--- src/rtl/rbs_pkg.sv ---
package rbs_pkg;
   typedef enum logic [1:0] {
      RB_IDLE = 2'd0,
      RB_SCAN = 2'd1,
      RB_SEND = 2'd2
   } rb_state_e;
endpackage

--- src/rtl/rbs_launch.sv ---
module rbs_launch #(
   parameter int REG_W    = 32,
   parameter int ADDR_W   = 23,
   parameter int CNT_W    = 32,
   parameter int FRAME_QW = 4
) (
   input  logic              idle_i,
   input  logic              gate_i,
   input  logic [REG_W-1:0]  far_i,
   input  logic              cnt_wr_i,
   input  logic [CNT_W-1:0]  cnt_i,
   input  logic              sfr_wr_i,
   input  logic [REG_W-1:0]  sfr_addr_i,
   output logic              launch_o,
   output logic [ADDR_W-1:0] start_o,
   output logic [CNT_W-1:0]  nframes_o
);
   localparam bit IS_POW2 = (FRAME_QW & (FRAME_QW - 1)) == 0;
   localparam int QW_SH   = (FRAME_QW > 1) ? $clog2(FRAME_QW) : 0;

   logic [CNT_W-1:0] cnt_frames;

   generate
      if (IS_POW2) begin : g_shift
         assign cnt_frames = cnt_i >> QW_SH;
      end else begin : g_div
         assign cnt_frames = cnt_i / CNT_W'(FRAME_QW);
      end
   endgenerate

   always_comb begin
      launch_o  = 1'b0;
      start_o   = far_i[ADDR_W-1:0];
      nframes_o = cnt_frames;
      if (cnt_wr_i) begin
         launch_o = idle_i && gate_i && (cnt_frames != '0);
      end else if (sfr_wr_i) begin
         launch_o  = idle_i && gate_i;
         start_o   = sfr_addr_i[ADDR_W-1:0];
         nframes_o = CNT_W'(1);
      end
   end
endmodule

--- src/rtl/rbs_walker.sv ---
module rbs_walker
   import rbs_pkg::*;
#(
   parameter int ADDR_W   = 23,
   parameter int CNT_W    = 32,
   parameter int FRAME_QW = 4,
   parameter int QW_W     = 2
) (
   input  logic              clk,
   input  logic              rst_n,
   input  logic              launch_i,
   input  logic [ADDR_W-1:0] start_i,
   input  logic [CNT_W-1:0]  nframes_i,
   input  logic              present_i,
   input  logic              space_i,
   output logic [ADDR_W-1:0] addr_o,
   output logic [QW_W-1:0]   qidx_o,
   output logic              load_o,
   output logic              active_o
);
   localparam logic [QW_W-1:0] QW_LAST = QW_W'(FRAME_QW - 1);

   rb_state_e         state_q;
   logic [ADDR_W-1:0] addr_q;
   logic [CNT_W-1:0]  rem_q;
   logic [QW_W-1:0]   qidx_q;
   logic              step;
   logic              last_frame;

   assign load_o     = (state_q == RB_SEND) && space_i;
   assign step       = ((state_q == RB_SCAN) && !present_i) ||
                       (load_o && (qidx_q == QW_LAST));
   assign last_frame = (rem_q == CNT_W'(1));

   always_ff @(posedge clk) begin
      if (!rst_n) begin
         state_q <= RB_IDLE;
         addr_q  <= '0;
         rem_q   <= '0;
         qidx_q  <= '0;
      end else begin
         case (state_q)
            RB_IDLE: begin
               if (launch_i) begin
                  state_q <= RB_SCAN;
                  addr_q  <= start_i;
                  rem_q   <= nframes_i;
                  qidx_q  <= '0;
               end
            end
            RB_SCAN: begin
               if (present_i) begin
                  state_q <= RB_SEND;
                  qidx_q  <= '0;
               end
            end
            RB_SEND: begin
               if (load_o) qidx_q <= (qidx_q == QW_LAST) ? '0 : qidx_q + QW_W'(1);
            end
            default: state_q <= RB_IDLE;
         endcase
         if (step) begin
            addr_q  <= addr_q + ADDR_W'(1);
            rem_q   <= rem_q - CNT_W'(1);
            state_q <= last_frame ? RB_IDLE : RB_SCAN;
         end
      end
   end

   assign addr_o   = addr_q;
   assign qidx_o   = qidx_q;
   assign active_o = (state_q != RB_IDLE);
endmodule

--- src/rtl/rbs_out_reg.sv ---
module rbs_out_reg #(
   parameter int DATA_W = 128
) (
   input  logic              clk,
   input  logic              rst_n,
   input  logic              load_i,
   input  logic [DATA_W-1:0] data_i,
   input  logic              ready_i,
   output logic              space_o,
   output logic              valid_o,
   output logic [DATA_W-1:0] data_o
);
   logic              valid_q;
   logic [DATA_W-1:0] data_q;

   assign space_o = !valid_q || ready_i;

   always_ff @(posedge clk) begin
      if (!rst_n) begin
         valid_q <= 1'b0;
         data_q  <= '0;
      end else if (load_i) begin
         valid_q <= 1'b1;
         data_q  <= data_i;
      end else if (ready_i) begin
         valid_q <= 1'b0;
      end
   end

   assign valid_o = valid_q;
   assign data_o  = data_q;
endmodule

--- src/rtl/frame_readback_seq.sv ---
module frame_readback_seq #(
   parameter int REG_W    = 32,
   parameter int ADDR_W   = 23,
   parameter int CNT_W    = 32,
   parameter int WORD_W   = 32,
   parameter int LANES    = 4,
   parameter int FRAME_QW = 4,
   parameter int QW_W     = (FRAME_QW > 1) ? $clog2(FRAME_QW) : 1
) (
   input  logic                      clk,
   input  logic                      rst_n,
   input  logic                      row_cfg_i,
   input  logic                      row_on_i,
   input  logic                      rd_en_i,
   input  logic [REG_W-1:0]          far_i,
   input  logic                      cnt_wr_i,
   input  logic [CNT_W-1:0]          cnt_i,
   input  logic                      sfr_wr_i,
   input  logic [REG_W-1:0]          sfr_addr_i,
   output logic [ADDR_W-1:0]         st_addr_o,
   output logic [QW_W-1:0]           st_qidx_o,
   input  logic                      st_present_i,
   input  logic [LANES*WORD_W-1:0]   st_data_i,
   output logic                      out_valid_o,
   input  logic                      out_ready_i,
   output logic [LANES*WORD_W-1:0]   out_data_o,
   output logic                      busy_o
);
   localparam int DATA_W = LANES * WORD_W;

   generate
      if (FRAME_QW < 1) begin : g_bad_qw
         $error("FRAME_QW must be at least 1");
      end
      if (ADDR_W > REG_W) begin : g_bad_addr
         $error("ADDR_W must not exceed REG_W");
      end
      if (QW_W < 1 || (FRAME_QW > 1 && (1 << QW_W) < FRAME_QW)) begin : g_bad_qww
         $error("QW_W too narrow for FRAME_QW");
      end
   endgenerate

   logic              launch;
   logic [ADDR_W-1:0] start_addr;
   logic [CNT_W-1:0]  nframes;
   logic              load;
   logic              space;
   logic              active;

   rbs_launch #(
      .REG_W(REG_W), .ADDR_W(ADDR_W), .CNT_W(CNT_W), .FRAME_QW(FRAME_QW)
   ) i_launch (
      .idle_i    (!busy_o),
      .gate_i    (row_cfg_i && row_on_i && rd_en_i),
      .far_i     (far_i),
      .cnt_wr_i  (cnt_wr_i),
      .cnt_i     (cnt_i),
      .sfr_wr_i  (sfr_wr_i),
      .sfr_addr_i(sfr_addr_i),
      .launch_o  (launch),
      .start_o   (start_addr),
      .nframes_o (nframes)
   );

   rbs_walker #(
      .ADDR_W(ADDR_W), .CNT_W(CNT_W), .FRAME_QW(FRAME_QW), .QW_W(QW_W)
   ) i_walker (
      .clk      (clk),
      .rst_n    (rst_n),
      .launch_i (launch),
      .start_i  (start_addr),
      .nframes_i(nframes),
      .present_i(st_present_i),
      .space_i  (space),
      .addr_o   (st_addr_o),
      .qidx_o   (st_qidx_o),
      .load_o   (load),
      .active_o (active)
   );

   rbs_out_reg #(
      .DATA_W(DATA_W)
   ) i_out (
      .clk    (clk),
      .rst_n  (rst_n),
      .load_i (load),
      .data_i (st_data_i),
      .ready_i(out_ready_i),
      .space_o(space),
      .valid_o(out_valid_o),
      .data_o (out_data_o)
   );

   assign busy_o = active || out_valid_o;
endmodule

--- config.mk ---
export PLATFORM = sky130hd
export DESIGN_NAME = frame_readback_seq
export DESIGN_NICKNAME = d
export VERILOG_FILES = /design/src/rtl/rbs_pkg.sv /design/src/rtl/rbs_launch.sv /design/src/rtl/rbs_walker.sv /design/src/rtl/rbs_out_reg.sv /design/src/rtl/frame_readback_seq.sv
export SDC_FILE = /design/constraint.sdc
export NUM_CORES = 1
export LEC_CHECK = 0
export ABC_AREA = 1
export BUFFER_PORTS_ARGS = -buffer_cell sky130_fd_sc_hd__buf_2
export CORE_UTILIZATION = 29
export CTS_BUF_LIST = sky130_fd_sc_hd__clkbuf_8 sky130_fd_sc_hd__clkbuf_16
export DETAILED_ROUTE_END_ITERATION = 8
export GPL_TIMING_DRIVEN = 0
export SETUP_SLACK_MARGIN = 0.2
export SYNTH_ARGS = -nofsm -noshare
export SYNTH_HDL_FRONTEND = slang
export SYNTH_HIERARCHICAL = 1
export SYNTH_SLANG_ARGS = --single-unit
--- constraint.sdc ---
create_clock -name clk -period 2.1 [get_ports clk]
set_input_delay 0.21 -clock clk [delete_from_list [all_inputs] [get_ports clk]]
set_output_delay 0.21 -clock clk [all_outputs]
set_load 0.005 [all_outputs]
==> metrics.txt <==
largest cells by area after synthesis=dfxtp_1, nor2_1, nand2_1; post-synthesis async set-or-reset flop share=0%; critical path startpoint category=flop; CTS Sinks=188; gr busiest metal=met2; Final TNS setup=0 ns; syn avg cell area=6.43 um2; GR Layer Usage met3=5.70%; Critical Path Max Stage Delay=0.37 ns; final WL=36.8 mm; Die Ht=181 um; layout cells sized above 1=26.7%; CP Data Required Time=2.48 ns; RSZ-0062 raised after global routing=true; post-layout minimum cycle time=1.91 ns; Final Hold Fails=0; WHS Endpoint=i_out/data_o[24]$_SDFFE_PN0P_; Reg2Reg Setup Slack=0.19 ns; drt first pass iters=5; Starting DRT DRC Count=709; dominant synthesized flop cell=dfxtp_1; Finish-stage setup viols=0; cell area after synthesis=9300 um2; synth cell count leaders=nor2_1, nand2_1, dfxtp_1, o21ai_0, inv_1; worst skew pair latency=0.44 ns; GRT overflow=0; Yosys warnings=6; WP buf/inv=6; Leak=7.07 nW; Avg WL per Cell=15.5 um; power per cell area=652 nW/um2; initial antenna violation count=5; clock-pin slew on the worst setup and hold paths=0.09 ns; TritonCTS buffer count=17; area of the core=31600 um2; worst r2r path cells=17; cell family with most CP delay=simple AND/OR/NAND/NOR gates; placed insts=2215; Slew headroom=56.0%; Yosys top cell area share=40.5%; first-pass GRT wire length=56.7 mm; die area=32800 um2; Max Cap Viol=0; GPL Wtd Cong=0.954; FF+latch count, synth=188; # rows=65; final net count=2186; fmax=525 MHz; post-synth top area cell=dfxtp_1; setup ws final=0.194 ns; status=finished, final reports clean; remaining antenna violation count after routing=0; Worst-Margin Slew=0.660 ns; Worst VDD drop=0.476 mV; Register Area=3770 um2; vias in the first global route=10900; Clock Tree Root=clkbuf_16; via count=11200; Min-Delay Path Depth=3; min-delay worst type=input pin to flop; io pins=388; Tcrit/Tclk final=90.8%; hpwl dp=27.3 mm; clock tree buffer depth=2; Worst Path Max Fanout=5; Core Util, Final=43.4%; Clock H-tree levels=4; port bufs=367; area grow syn2layout=47.3%; # DRC=0; CTS tree=done; Arrival @ worst endpoint=2.29 ns; multi-input logic area=4770 um2; Hold WS=0.000444 ns; DP Worst Slack=-0.511 ns; R2R Path Start=i_walker/state_q[0]$_SDFFE_PN0P_; skew final=0.0154 ns; Post-Layout Cell Count=2369; initial core utilization=29.5%; Post-synth EDFFs=0; Slew Viols, Final=0; most frequent cell after synthesis=nor2_1; fillers=3290; RR Endpoint=i_walker/rem_q[23]$_SDFFE_PN0P_; met1 Use GR=25.3%; die width=181 um; CP cell instances=nor2_4 -> inv_2 -> nor2_2 -> nand2_1 -> inv_2 -> nand3_2 -> nand2_2 -> inv_2 -> nor2_4 -> inv_4 -> nand2_4 -> buf_8 -> nand2_8 -> clkbuf_16 -> nor2_4 -> o21ai_2 -> nand2_1; CP Capture Type=flop; largest net degree at the start of global routing=21; Yosys cell types=37; Via density=4.72; met2 Usage GRT=38.0%; cells after synthesis=1445; critical path's slowest cell=dfxtp_4; total track usage=21.9%; worst min-delay path startpoint=st_data_i[24]; Seq/Total Area, Yosys=40.5%; Setup CP Type=flop to flop
state kept, by name, indices dropped and copies added, names as in the netlist:
register,cells
i_out/data_o,128
i_out/valid_o,1
i_walker/addr_o,23
i_walker/qidx_o,2
i_walker/rem_q,32
i_walker/state_q,2
cells by family after synthesis:
kind of cell               synth area share, %
xor gates and xnor gates                 0.754
buffers and inverters                     9.87
DFF                                       40.5
and+or+nand+nor                           36.3
AOI/OAI and AO/OA                         12.1
adders and majority gates                0.538
other                                   0.0403
metrics by stage:
stage	total power, W	cell area [um2]
2_1_floorplan	0.00477	9300
3_3_place_gp	0.00540	11600
3_5_place_dp	0.00542	11600
4_1_cts	0.00894	13400
5_1_grt	0.00938	13700
6_report	0.00893	13700
how the worst max path moves through the flow:
stage	from	endpoint	slack, ns	cells past startpoint
after floorplan	i_walker/state_q[0]$_SDFFE_PN0P_	i_walker/rem_q[1]$_SDFFE_PN0P_	0.28	16
after global placement	cnt_i[31]	i_walker/rem_q[30]$_SDFFE_PN0P_	-0.51	19
after detailed placement	cnt_i[31]	i_walker/addr_o[19]$_SDFFE_PN0P_	-0.51	19
after CTS	i_walker/state_q[0]$_SDFFE_PN0P_	i_walker/rem_q[1]$_SDFFE_PN0P_	0.21	16
after global routing	i_walker/state_q[0]$_SDFFE_PN0P_	i_walker/addr_o[18]$_SDFFE_PN0P_	0.13	17
final	i_walker/state_q[0]$_SDFFE_PN0P_	i_walker/rem_q[23]$_SDFFE_PN0P_	0.19	17
layer usage:
layer | part of all wire (%) | up-vias
met3 | 7.8 | 81
li1 | - | 5573
met5 | 0.035 | -
met1 | 41 | 5082
met2 | 48 | 435
met4 | 3.1 | 2
cell usage in the layout (no fill, tap or decap), types with 5 or more instances in the layout:
master	Yosys	routed
diode_2	0	5
o21ai_1	9	10
nor2_2	2	7
clkbuf_2	11	12
nand3_1	61	60
buf_2	13	375
o21ai_0	162	158
clkbuf_1	18	15
nor2_1	428	415
nand4_1	13	13
clkbuf_16	0	21
dfxtp_1	188	186
inv_6	0	6
buf_6	23	21
dlygate4sd3_1	0	101
xor2_1	5	5
nor3_1	10	10
inv_1	103	100
a31oi_1	7	6
inv_8	0	5
o211ai_1	7	7
a21oi_1	23	19
inv_2	7	6
nor2_4	1	9
nand3b_1	5	5
nand2_1	314	310
buf_4	5	16
layout make-up:
class,instances,area share (%)
Multi-Input combinational cell,1074,34.8
Clock buffer,17,3.11
Inverter,112,3.23
Antenna cell,5,0.0913
Timing Repair Buffer,484,22.2
Buffer,72,4.14
Sequential cell,188,27.5
Tap cell,402,3.67
Clock inverter,15,1.23
worst register-to-register path, cell delays in order (launching register included):
cell       delay, ns
dfxtp_4         0.37
nor2_4          0.08
inv_2           0.04
nor2_2          0.11
nand2_1         0.07
inv_2           0.06
nand3_2         0.07
nand2_2         0.08
inv_2           0.05
nor2_4          0.18
inv_4           0.06
nand2_4         0.09
buf_8           0.13
nand2_8         0.07
clkbuf_16       0.19
nor2_4          0.11
o21ai_2         0.07
nand2_1         0.05
what timing repair did:
action                     in CTS  in global routing
hold endpoints to repair      101                  0
resized for setup              30                 52
hold buffers                  101                  0
buffers inserted                9                  3
setup endpoints to repair      55                117
gates cloned                    0                  4
pin swaps                       1                  9
power by group:
group          total, W  switching [W]  internal, W
clock           0.00330        0.00169      0.00161
sequential      0.00384       0.000117      0.00373
combinational   0.00179        0.00101     0.000778
Note: power is estimated with default switching activity, not from simulation.
